`config.mk`:
```
export PLATFORM = sky130hd
export DESIGN_NAME = nest_track
export DESIGN_NICKNAME = d
export VERILOG_FILES = /design/src/rtl/nest_pkg.sv /design/src/rtl/nest_link_mem.sv /design/src/rtl/nest_req_decode.sv /design/src/rtl/nest_track.sv
export SDC_FILE = /design/constraint.sdc
export NUM_CORES = 2
export LEC_CHECK = 0
export BUFFER_PORTS_ARGS = -buffer_cell sky130_fd_sc_hd__buf_4
export CORE_MARGIN = 2
export CORE_UTILIZATION = 45
export DETAILED_ROUTE_END_ITERATION = 6
export HOLD_SLACK_MARGIN = 0.03
export MAX_ROUTING_LAYER = met4
export PLACE_DENSITY = 0.62
export SLEW_MARGIN = 10
export SYNTH_ARGS = -nofsm -noshare
export SYNTH_HDL_FRONTEND = slang
export SYNTH_SLANG_ARGS = --single-unit
export TNS_END_PERCENT = 10
```
`constraint.sdc`:
```
create_clock -name clk -period 4.57 [get_ports clk]
set_clock_uncertainty 0.1 [all_clocks]
set_input_delay 1.1425 -clock clk [delete_from_list [all_inputs] [get_ports clk]]
set_output_delay 1.1425 -clock clk [all_outputs]
set_load 0.02 [all_outputs]
```
`src/rtl/nest_pkg.sv`:
```
package nest_pkg;
   localparam int unsigned ID_W = 10;
   localparam logic [ID_W-1:0] SPUR_ID = 10'd1023;

   typedef enum logic [1:0] {
      ST_IDLE   = 2'd0,
      ST_WALK   = 2'd1,
      ST_RELOAD = 2'd2
   } nest_st_e;
endpackage

```
`src/rtl/nest_link_mem.sv`:
```
// Link store: one entry per interrupt, holding the ID that was running
// when that interrupt was accepted. Two combinational read ports, one write.
module nest_link_mem import nest_pkg::*; #(
   parameter int DEPTH = 96
) (
   input  logic            clk,
   input  logic            rst_n,
   input  logic [ID_W-1:0] rd_a_idx,
   output logic [ID_W-1:0] rd_a_data,
   input  logic [ID_W-1:0] rd_b_idx,
   output logic [ID_W-1:0] rd_b_data,
   input  logic            we,
   input  logic [ID_W-1:0] wr_idx,
   input  logic [ID_W-1:0] wr_data
);
   localparam int IDX_W = (DEPTH > 1) ? $clog2(DEPTH) : 1;
   localparam logic [ID_W-1:0] DEPTH_V = ID_W'(DEPTH);

   logic [ID_W-1:0] mem [DEPTH];
   logic            a_ok, b_ok, w_ok;

   generate
      if ((1 << IDX_W) == DEPTH) begin : g_pow2
         // Full index span is legal for the sliced bits; range check still
         // screens IDs above the table.
         assign a_ok = (rd_a_idx < DEPTH_V);
         assign b_ok = (rd_b_idx < DEPTH_V);
         assign w_ok = (wr_idx < DEPTH_V);
      end else begin : g_npow2
         assign a_ok = (rd_a_idx < DEPTH_V);
         assign b_ok = (rd_b_idx < DEPTH_V);
         assign w_ok = (wr_idx < DEPTH_V);
      end
   endgenerate

   assign rd_a_data = a_ok ? mem[rd_a_idx[IDX_W-1:0]] : SPUR_ID;
   assign rd_b_data = b_ok ? mem[rd_b_idx[IDX_W-1:0]] : SPUR_ID;

   always_ff @(posedge clk or negedge rst_n) begin
      if (!rst_n) begin
         for (int i = 0; i < DEPTH; i++) mem[i] <= SPUR_ID;
      end else if (we && w_ok) begin
         mem[wr_idx[IDX_W-1:0]] <= wr_data;
      end
   end
endmodule

```
`src/rtl/nest_req_decode.sv`:
```
// Combinational request qualification: acknowledge preemption test and
// completion ID extraction.
module nest_req_decode import nest_pkg::*; #(
   parameter int NUM_IRQ = 96,
   parameter int PRIO_W  = 8,
   parameter int DATA_W  = 32
) (
   input  logic [ID_W-1:0]   hp_id,
   input  logic [PRIO_W-1:0] prio_val,
   input  logic [PRIO_W:0]   run_prio,
   input  logic [DATA_W-1:0] eoi_val,
   output logic              ack_take,
   output logic [ID_W-1:0]   eoi_id,
   output logic              eoi_in_range
);
   localparam logic [ID_W-1:0] NUM_V = ID_W'(NUM_IRQ);

   logic unused_eoi_hi;

   generate
      if (DATA_W > ID_W) begin : g_wide
         assign eoi_id        = eoi_val[ID_W-1:0];
         assign unused_eoi_hi = ^eoi_val[DATA_W-1:ID_W];
      end else begin : g_narrow
         assign eoi_id        = ID_W'(eoi_val);
         assign unused_eoi_hi = 1'b0;
      end
   endgenerate

   assign eoi_in_range = (eoi_id < NUM_V);
   assign ack_take     = (hp_id != SPUR_ID) && (hp_id < NUM_V) &&
                         ({1'b0, prio_val} < run_prio);
endmodule

```
`src/rtl/nest_track.sv`:
```
module nest_track import nest_pkg::*; #(
   parameter int NUM_IRQ = 96,
   parameter int PRIO_W  = 8,
   parameter int DATA_W  = 32
) (
   input  logic              clk,
   input  logic              rst_n,
   input  logic [9:0]        hp_id,
   output logic [9:0]        prio_id,
   input  logic [PRIO_W-1:0] prio_val,
   input  logic              ack_req,
   output logic [9:0]        ack_data,
   output logic              pend_clr,
   output logic [9:0]        pend_clr_id,
   input  logic              eoi_req,
   input  logic [DATA_W-1:0] eoi_val,
   output logic [9:0]        run_id,
   output logic [PRIO_W:0]   run_prio,
   output logic              busy
);
   localparam int STEP_W = $clog2(NUM_IRQ + 1);
   localparam logic [STEP_W-1:0] STEP_LAST = STEP_W'(NUM_IRQ - 1);
   localparam logic [PRIO_W:0]   RP_IDLE   = {1'b1, {PRIO_W{1'b0}}};

   generate
      if (NUM_IRQ < 2 || NUM_IRQ > 1020) begin : g_bad_num
         $error("nest_track: NUM_IRQ must lie in 2..1020");
      end
      if (PRIO_W < 1 || PRIO_W > 8) begin : g_bad_prio
         $error("nest_track: PRIO_W must lie in 1..8");
      end
      if (DATA_W < ID_W) begin : g_bad_data
         $error("nest_track: DATA_W must hold a full ID");
      end
   endgenerate

   nest_st_e          st_q;
   logic [ID_W-1:0]   run_id_q, cur_q, tgt_q, ack_data_q, pend_id_q;
   logic [PRIO_W:0]   run_prio_q;
   logic [STEP_W-1:0] steps_q;
   logic              pend_clr_q;

   logic              ack_take, eoi_in_range;
   logic [ID_W-1:0]   eoi_id;
   logic [ID_W-1:0]   rd_a_idx, rd_a_data, rd_b_data;
   logic              lm_we;
   logic [ID_W-1:0]   lm_widx, lm_wdata;
   logic              idle, do_ack, do_eoi;

   assign idle   = (st_q == ST_IDLE);
   assign do_ack = idle && ack_req;
   assign do_eoi = idle && !ack_req && eoi_req && eoi_in_range &&
                   (run_id_q != SPUR_ID);

   nest_req_decode #(
      .NUM_IRQ(NUM_IRQ), .PRIO_W(PRIO_W), .DATA_W(DATA_W)
   ) u_dec (
      .hp_id       (hp_id),
      .prio_val    (prio_val),
      .run_prio    (run_prio_q),
      .eoi_val     (eoi_val),
      .ack_take    (ack_take),
      .eoi_id      (eoi_id),
      .eoi_in_range(eoi_in_range)
   );

   // Port A: running entry in idle, walk cursor during the walk.
   assign rd_a_idx = (st_q == ST_WALK) ? cur_q : run_id_q;

   always_comb begin
      lm_we    = 1'b0;
      lm_widx  = hp_id;
      lm_wdata = run_id_q;
      if (do_ack && ack_take) begin
         lm_we = 1'b1;
      end else if (st_q == ST_WALK && rd_a_data == tgt_q &&
                   rd_a_data != SPUR_ID) begin
         lm_we    = 1'b1;
         lm_widx  = cur_q;
         lm_wdata = rd_b_data;
      end
   end

   nest_link_mem #(.DEPTH(NUM_IRQ)) u_links (
      .clk      (clk),
      .rst_n    (rst_n),
      .rd_a_idx (rd_a_idx),
      .rd_a_data(rd_a_data),
      .rd_b_idx (tgt_q),
      .rd_b_data(rd_b_data),
      .we       (lm_we),
      .wr_idx   (lm_widx),
      .wr_data  (lm_wdata)
   );

   always_ff @(posedge clk or negedge rst_n) begin
      if (!rst_n) begin
         st_q       <= ST_IDLE;
         run_id_q   <= SPUR_ID;
         run_prio_q <= RP_IDLE;
         cur_q      <= SPUR_ID;
         tgt_q      <= SPUR_ID;
         steps_q    <= '0;
         ack_data_q <= SPUR_ID;
         pend_clr_q <= 1'b0;
         pend_id_q  <= SPUR_ID;
      end else begin
         pend_clr_q <= 1'b0;
         unique case (st_q)
            ST_IDLE: begin
               if (do_ack) begin
                  if (ack_take) begin
                     ack_data_q <= hp_id;
                     pend_clr_q <= 1'b1;
                     pend_id_q  <= hp_id;
                     run_id_q   <= hp_id;
                     run_prio_q <= {1'b0, prio_val};
                  end else begin
                     ack_data_q <= SPUR_ID;
                  end
               end else if (do_eoi) begin
                  if (eoi_id == run_id_q) begin
                     run_id_q <= rd_a_data;
                     st_q     <= ST_RELOAD;
                  end else begin
                     cur_q   <= run_id_q;
                     tgt_q   <= eoi_id;
                     steps_q <= '0;
                     st_q    <= ST_WALK;
                  end
               end
            end
            ST_WALK: begin
               if (rd_a_data == SPUR_ID || rd_a_data == tgt_q ||
                   steps_q == STEP_LAST) begin
                  st_q <= ST_IDLE;
               end else begin
                  cur_q   <= rd_a_data;
                  steps_q <= steps_q + 1'b1;
               end
            end
            ST_RELOAD: begin
               run_prio_q <= (run_id_q == SPUR_ID) ? RP_IDLE : {1'b0, prio_val};
               st_q       <= ST_IDLE;
            end
            default: st_q <= ST_IDLE;
         endcase
      end
   end

   assign prio_id     = (st_q == ST_RELOAD) ? run_id_q : hp_id;
   assign ack_data    = ack_data_q;
   assign pend_clr    = pend_clr_q;
   assign pend_clr_id = pend_id_q;
   assign run_id      = run_id_q;
   assign run_prio    = run_prio_q;
   assign busy        = !idle;
endmodule

```
Word level (Yosys, flattened, before mapping)
Cells that the tools add are included. W data, S select, Z words.

Memories: 0. Bits of input ports: 54. Latch bits: 0. RAM bits: 0. Register bits: 1029. Memory bits (read-only): 0. Word-level logic and storage cells: 213. Output and inout bits: 51.

Equality and inequality tests: 18. Div/mod/pow operators: 0. Bitwise operators: 5. Reductions and logical operators: 28. Shifts and indexed selects: 0. Multiplexer cells: 46. Add/sub/neg operators: 1. Order comparisons: 10. Multipliers: 0.

Operators with widths (count): $bwmux W960 (1); $mux W10 (22); $bmux W10 S7 (2); $demux W10 S7 (1); $lt A10 B7 Y1 const B (5); $ne A10 B10 Y1 const B (3); $mux W7 (4); $mux W9 (3); $ge A8 B8 Y1 const B (3); $not A7 Y8 (3); $eq A10 B10 Y1 (2); $eq A10 B10 Y1 const B (2); $pmux W10 S2 (1); $pmux W9 S2 (1); $pmux W7 S2 (1); $logic_and A1 B1 Y1 (12); $ne A2 B2 Y1 const B (5); $lt A8 B9 Y1 (1); $reduce_and A3 Y1 (3); $lt A8 B1 Y1 const B (1); $mux W2 (4); $reduce_and A4 Y1 (2); $reduce_bool A2 Y1 (4); $add A7 B1 Y7 const B (1); other kinds (12) (21).

Depth between registers and ports, before layout
Depth after elaboration: 18. Depth in mapped cells: 22.

Modules after synthesis
A second synthesis with hierarchy kept.

Cells, all modules: 3807. Area, all modules: 57112.3 um^2.

By module, submodules not included: nest_link_mem (instances 1, cells each 3398, sequential area each 25224.2 um^2, area an instance 52974.6 um^2); nest_track (instances 1, cells each 372, sequential area each 1790.5 um^2, area an instance 3858.7 um^2); nest_req_decode (instances 1, cells each 37, sequential area each 0.0 um^2, area an instance 279.0 um^2).

Worst setup path after synthesis
OpenSTA, ideal clock, no wires.

Path type: register to register. Start: register run_id_q[0] (netlist: run_id[0]). End: register u_links.mem[400] (netlist name). Data arrival time: 4831 ps. Buffers on the path: 4. Stages on the path, launching flop included: 17. Required time: 4388 ps. Setup time: 82 ps. Setup slack: -443 ps. Cells stage by stage: dfstp_2 -> buf_2 -> inv_1 -> o21ai_2 -> mux4_2 -> a22oi_1 -> nand3_1 -> or3_1 -> or4_4 -> a2111oi_4 -> nand4_4 -> nor2_8 -> buf_6 -> buf_4 -> a31o_2 -> buf_4 -> mux2_2.

Word-level cells in the longest chain between the ends: 17. Elaborated cells on any way between the ends: 26. Those cells by class: order compare (4); eq/ne (2); mux (14); bitwise (2); reduce/logical (4).

Ends and longest elaborated chain: start: declaration (RTL line nest_track.sv:38) `logic [ID_W-1:0] run_id_q, cur_q, tgt_q, ack_data_q, pend_id_q;`; start signal: assignment (RTL line nest_track.sv:116) `run_id_q <= hp_id;`; start signal: assignment (RTL line nest_track.sv:123) `run_id_q <= rd_a_data;`; $mux W10 (RTL line nest_track.sv:68) `assign rd_a_idx = (st_q == ST_WALK) ? cur_q : run_id_q;`; $not A7 Y8 (not written as such) (RTL line nest_link_mem.sv:36) `assign rd_a_data = a_ok ? mem[rd_a_idx[IDX_W-1:0]] : SPUR_ID;`; $bmux W10 S7 (RTL line nest_link_mem.sv:36); $mux W10 (not written as such) (2 in series) (RTL line nest_link_mem.sv:36); $mux W10 (RTL line nest_link_mem.sv:36); $eq A10 B10 Y1 (RTL line nest_track.sv:76) `end else if (st_q == ST_WALK && rd_a_data == tgt_q &&`; $logic_and A1 B1 Y1 (2 in series) (RTL line nest_track.sv:76); $mux W10 (RTL line nest_track.sv:76); $mux W10 (RTL line nest_track.sv:74) `if (do_ack && ack_take) begin`; $not A7 Y8 (not written as such) (RTL line nest_link_mem.sv:43) `mem[wr_idx[IDX_W-1:0]] <= wr_data;`; $ge A8 B8 Y1 (not written as such) or $lt A8 B1 Y1 (tied branches) (RTL line nest_link_mem.sv:43); $logic_and A1 B1 Y1 (not written as such) (RTL line nest_link_mem.sv:43); $mux W10 (not written as such) (RTL line nest_link_mem.sv:43); $demux W10 S7 (RTL line nest_link_mem.sv:43); $bwmux W960 (RTL line nest_link_mem.sv:43); end signal: indexed assignment (RTL line nest_link_mem.sv:43); end: declaration (RTL line nest_link_mem.sv:19) `logic [ID_W-1:0] mem [DEPTH];`.

Several ways; a longest one is shown, not always the timed one. The select of a mux whose other input is x is not followed. A chain may end at the register's enable or synchronous reset.

Final worst setup path
Start: register st_q[0]. End: register u_links.mem[825] (netlist name).

Word-level cells in the longest chain between the ends: 18. Elaborated cells on any way between the ends: 30. Those cells by class: order compare (4); eq/ne (3); mux (14); bitwise (2); reduce/logical (7).

Ends and longest elaborated chain: start: declaration (RTL line nest_track.sv:37) `nest_st_e st_q;`; start signal: assignment (RTL line nest_track.sv:98) `st_q <= ST_IDLE;`; start signal: assignment (RTL line nest_track.sv:124) `st_q <= ST_RELOAD;`; start signal: assignment (RTL line nest_track.sv:129) `st_q <= ST_WALK;`; $eq A2 B1 Y1 (RTL line nest_track.sv:68, nest_track.sv:76); $mux W10 (RTL line nest_track.sv:68); $not A7 Y8 (not written as such) (RTL line nest_link_mem.sv:36); $bmux W10 S7 (RTL line nest_link_mem.sv:36); $mux W10 (not written as such) (2 in series) (RTL line nest_link_mem.sv:36); $mux W10 (RTL line nest_link_mem.sv:36); $eq A10 B10 Y1 (RTL line nest_track.sv:76); $logic_and A1 B1 Y1 (2 in series) (RTL line nest_track.sv:76); $mux W10 (RTL line nest_track.sv:76); $mux W10 (RTL line nest_track.sv:74); $not A7 Y8 (not written as such) (RTL line nest_link_mem.sv:43); $ge A8 B8 Y1 (not written as such) or $lt A8 B1 Y1 (tied branches) (RTL line nest_link_mem.sv:43); $logic_and A1 B1 Y1 (not written as such) (RTL line nest_link_mem.sv:43); $mux W10 (not written as such) (RTL line nest_link_mem.sv:43); $demux W10 S7 (RTL line nest_link_mem.sv:43); $bwmux W960 (RTL line nest_link_mem.sv:43).

Several ways; a longest one is shown, not always the timed one. The select of a mux whose other input is x is not followed.

==> impl_results.md <==
- Run status: finished with violations
- Failing checks: setup timing
- CP max stage cell: dfrtp_2
- CP startpoint kind: flop
- Critical path type: reg2reg
- Most frequent CP cell: buf_12
- Pwr Density: 483 nW/µm²
- Post-Syn Area: 61500 µm²
- Final setup margin: -0.793 ns
- TritonCTS Buffers: 115
- Final Non-Filler Cells: 6982
- Area growth syn-to-layout: 23.9%
- Comb power frac: 46.2%
- DPL Wire Length: 161000 µm
- Clk network pwr share: 25.7%
- Maximum clock path buffer count: 3
- Cells after Synth: 4532
- Worst rel slew slack: 20.2%
- WL/cell: 33.1 µm
- Largest net degree at the start of global routing: 103
- Layout cells sized above 1: 69.3%
- Setup TNS: -674.38 ns
- Post-Syn Nets: 4594
- CP top delay family: simple AND/OR/NAND/NOR gates
- Die Y: 374 µm
- Leak pwr: 0.0318 µW
- Initial antenna violation count: 11
- Full die area: 140000 µm²
- Hold Crit Class: reg2reg
- P_sw: 14600 µW
- Crit path capture type: flop
- Core Area: 135000 µm²
- Vias after detailed routing: 45800
- Worst skew pair latency: 0.77 ns
- # placed instances: 6701
- Gr ovfl total: 0
- GP Congestion: 1.00
- Worst path max stage delay: 0.45 ns
- First-pass GRT wire length: 331000 µm
- Initial DRT Pass Iterations: 6
- Nets: 5160
- Most frequent cells in the layout: 1006 x dfstp_2, 933 x mux2_2, 584 x buf_4
- Flops & latches, synth: 1029
- Combined buffer and inverter count along the critical path: 7
- Reg clk slew, reported paths: 0.06 ns
- Number of synthesized flops with an enable pin: 0
- Final Cell Area: 76100 µm²
- Max Freq: 0.186 GHz
- Clock Sinks: 1029
- Tot Pwr: 36800 µW
- MaxCap Viol Count: 0
- Gr usage total: 33.5%
- Post-Route WL: 231000 µm
- Final worst-path cycle share: 117%
- Critical Path RT: 5.15 ns
- Vias in the first global route: 45100
- Fill count: 11100
- Asr flop ratio synth: 100%
- Starting Density: 45.4%
- Max Slew Vio Count: 0
- Post-place instance area: 70600 µm²
- Sw frac: 39.8%
- CTS Hold Buffers Added: 0
- Fin Hold WS: 0.382 ns
- Final setup viols: 978
- RSZ-0062 raised after global routing: true
- Num rows: 135
- Clock Tree Root: clkbuf_16
- Commonest non-fill, non-tap cell in the layout: dfstp_2
- IO Port Bufs: 82
- DRC Markers: 0
- Die W: 374 µm
- Avg Inst Size Synth: 13.6 µm²
- Cell variety after synth: 104
- Int Pwr: 22200 µW
- # H-tree levels: 3
- # IOs: 105
- ANT nets after route: 0
- Yosys warns: 0
- Sequential area share after synthesis: 44.0%
- Initial DRC Count: 5039
- Routed vias/inst: 6.55
- Clock period minus worst slack: 5.36 ns
- Sequential power share: 28.1%
- Peak supply drop: 344 µV
- CP Max Fanout: 10
- Commonest register cell after synthesis: dfstp_2
- Worst-margin pin slew: 1.20 ns
- Crit path DAT: 5.94 ns
- Worst-path cell chain: buf_6 -> buf_4 -> and3b_2 -> a21o_4 -> buf_12 -> mux4_2 -> a32o_2 -> a21oi_2 -> nand4_1 -> buf_4 -> or3_4 -> a2111oi_4 -> nand4_4 -> nor2_8 -> buf_12 -> buf_12 -> mux2i_4 -> buf_12 -> mux2_2
- Hold violation count in the final report: 0
- CTS tree: yes
[power by group through the flow]
| stage | Combinational [µW] | Clock, µW | Sequential (µW) |
|---|---|---|---|
| 3_5_place_dp | 15600 | 0 | 10500 |
| 4_1_cts | 16300 | 9610 | 10300 |
| 2_1_floorplan | 7420 | 0 | 10400 |
| 6_report | 17000 | 9460 | 10300 |
| 5_1_grt | 17400 | 9980 | 10400 |
| 3_3_place_gp | 15500 | 0 | 10400 |
[stage by stage]
| step | util [%] | worst slack, ns |
|---|---|---|
| final | 56.2 | -0.793 |
| after global routing | 56.2 | -0.818 |
| after CTS | 55.8 | -0.663 |
| after detailed placement | 52.1 | -1.34 |
| after global placement | 52.1 | -1.26 |
| after floorplan | - | -0.100 |
[worst paths after layout]
kind / start / end / slack [ns] / cells past startpoint
setup / recovery: st_q[0]$_DFFE_PN0P_ / u_links.mem[825]$_DFFE_PN1P_ / -0.79 / 19
hold / removal: pend_clr_id[9]$_DFFE_PN1P_ / pend_clr_id[9]$_DFFE_PN1P_ / 0.38 / 1
setup reg to reg: st_q[0]$_DFFE_PN0P_ / u_links.mem[825]$_DFFE_PN1P_ / -0.79 / 19
hold reg to reg: pend_clr_id[9]$_DFFE_PN1P_ / pend_clr_id[9]$_DFFE_PN1P_ / 0.38 / 1
max in group asynchronous: rst_n / u_links.mem[231]$_DFFE_PN1P_ / 2.87 / 3
min in group asynchronous: rst_n / tgt_q[7]$_DFFE_PN1P_ / 0.68 / 1
[per-layer routing]
| layer | vias up | wire length (µm) | global-route usage (%) |
|---|---|---|---|
| met5 | - | 0 | - |
| li1 | 18700 | - | - |
| met2 | 2188 | 102000 | 48.4 |
| met4 | 0 | 11700 | 14.5 |
| met1 | 24300 | 95400 | 44.4 |
| met3 | 527 | 21900 | 8.57 |
[cells by family after synthesis]
logic type | synth area share, %
buffers and inverters | 3.37
and+or+nand+nor | 5.22
AOI/OAI and AO/OA | 9.52
xor gates and xnor gates | 0.143
DFF | 44.0
muxes | 37.6
adders and majority gates | 0.163
[sequential cells by signal, summed over array words and instances (netlist names)]
| signal | cells |
|---|---|
| st_q | 2 |
| cur_q | 10 |
| run_prio | 9 |
| pend_clr_id | 10 |
| tgt_q | 10 |
| steps_q | 7 |
| run_id | 10 |
| pend_clr | 1 |
| ack_data | 10 |
| u_links.mem | 960 |
[cells in the mapped netlist (53+ instances only)]
library cell  instances  area (µm²)
nand2_1             207         777
mux2_2              991       11200
dfstp_2            1011       26600
buf_2                76         380
a21oi_1              65         325
nand3_1              76         380
nor2_1              216         811
a211oi_1             87         653
clkbuf_1            225         845
mux2i_1             347        3470
mux4_2              370        8330
o21ai_0              53         265
o211a_1              65         651
[timing repair]
action,4_1_cts,5_1_grt
gates cloned,10,6
setup endpoints to repair,978,978
buffers inserted,42,5
resized for setup,92,96
pin swaps,11,15
[cell type report]
type | count | area [µm²] | area share, %
clock inverters | 35 | 425 | 0.559
repair buffers | 855 | 9670 | 12.7
well taps | 1781 | 2230 | 2.93
inverters | 38 | 145 | 0.191
diodes | 7 | 17.5 | 0.0230
flip-flops and latches | 1029 | 27000 | 35.5
multi-input cells | 3059 | 33200 | 43.6
clock buffers | 178 | 3440 | 4.51
(Power assumes the default switching activity.)
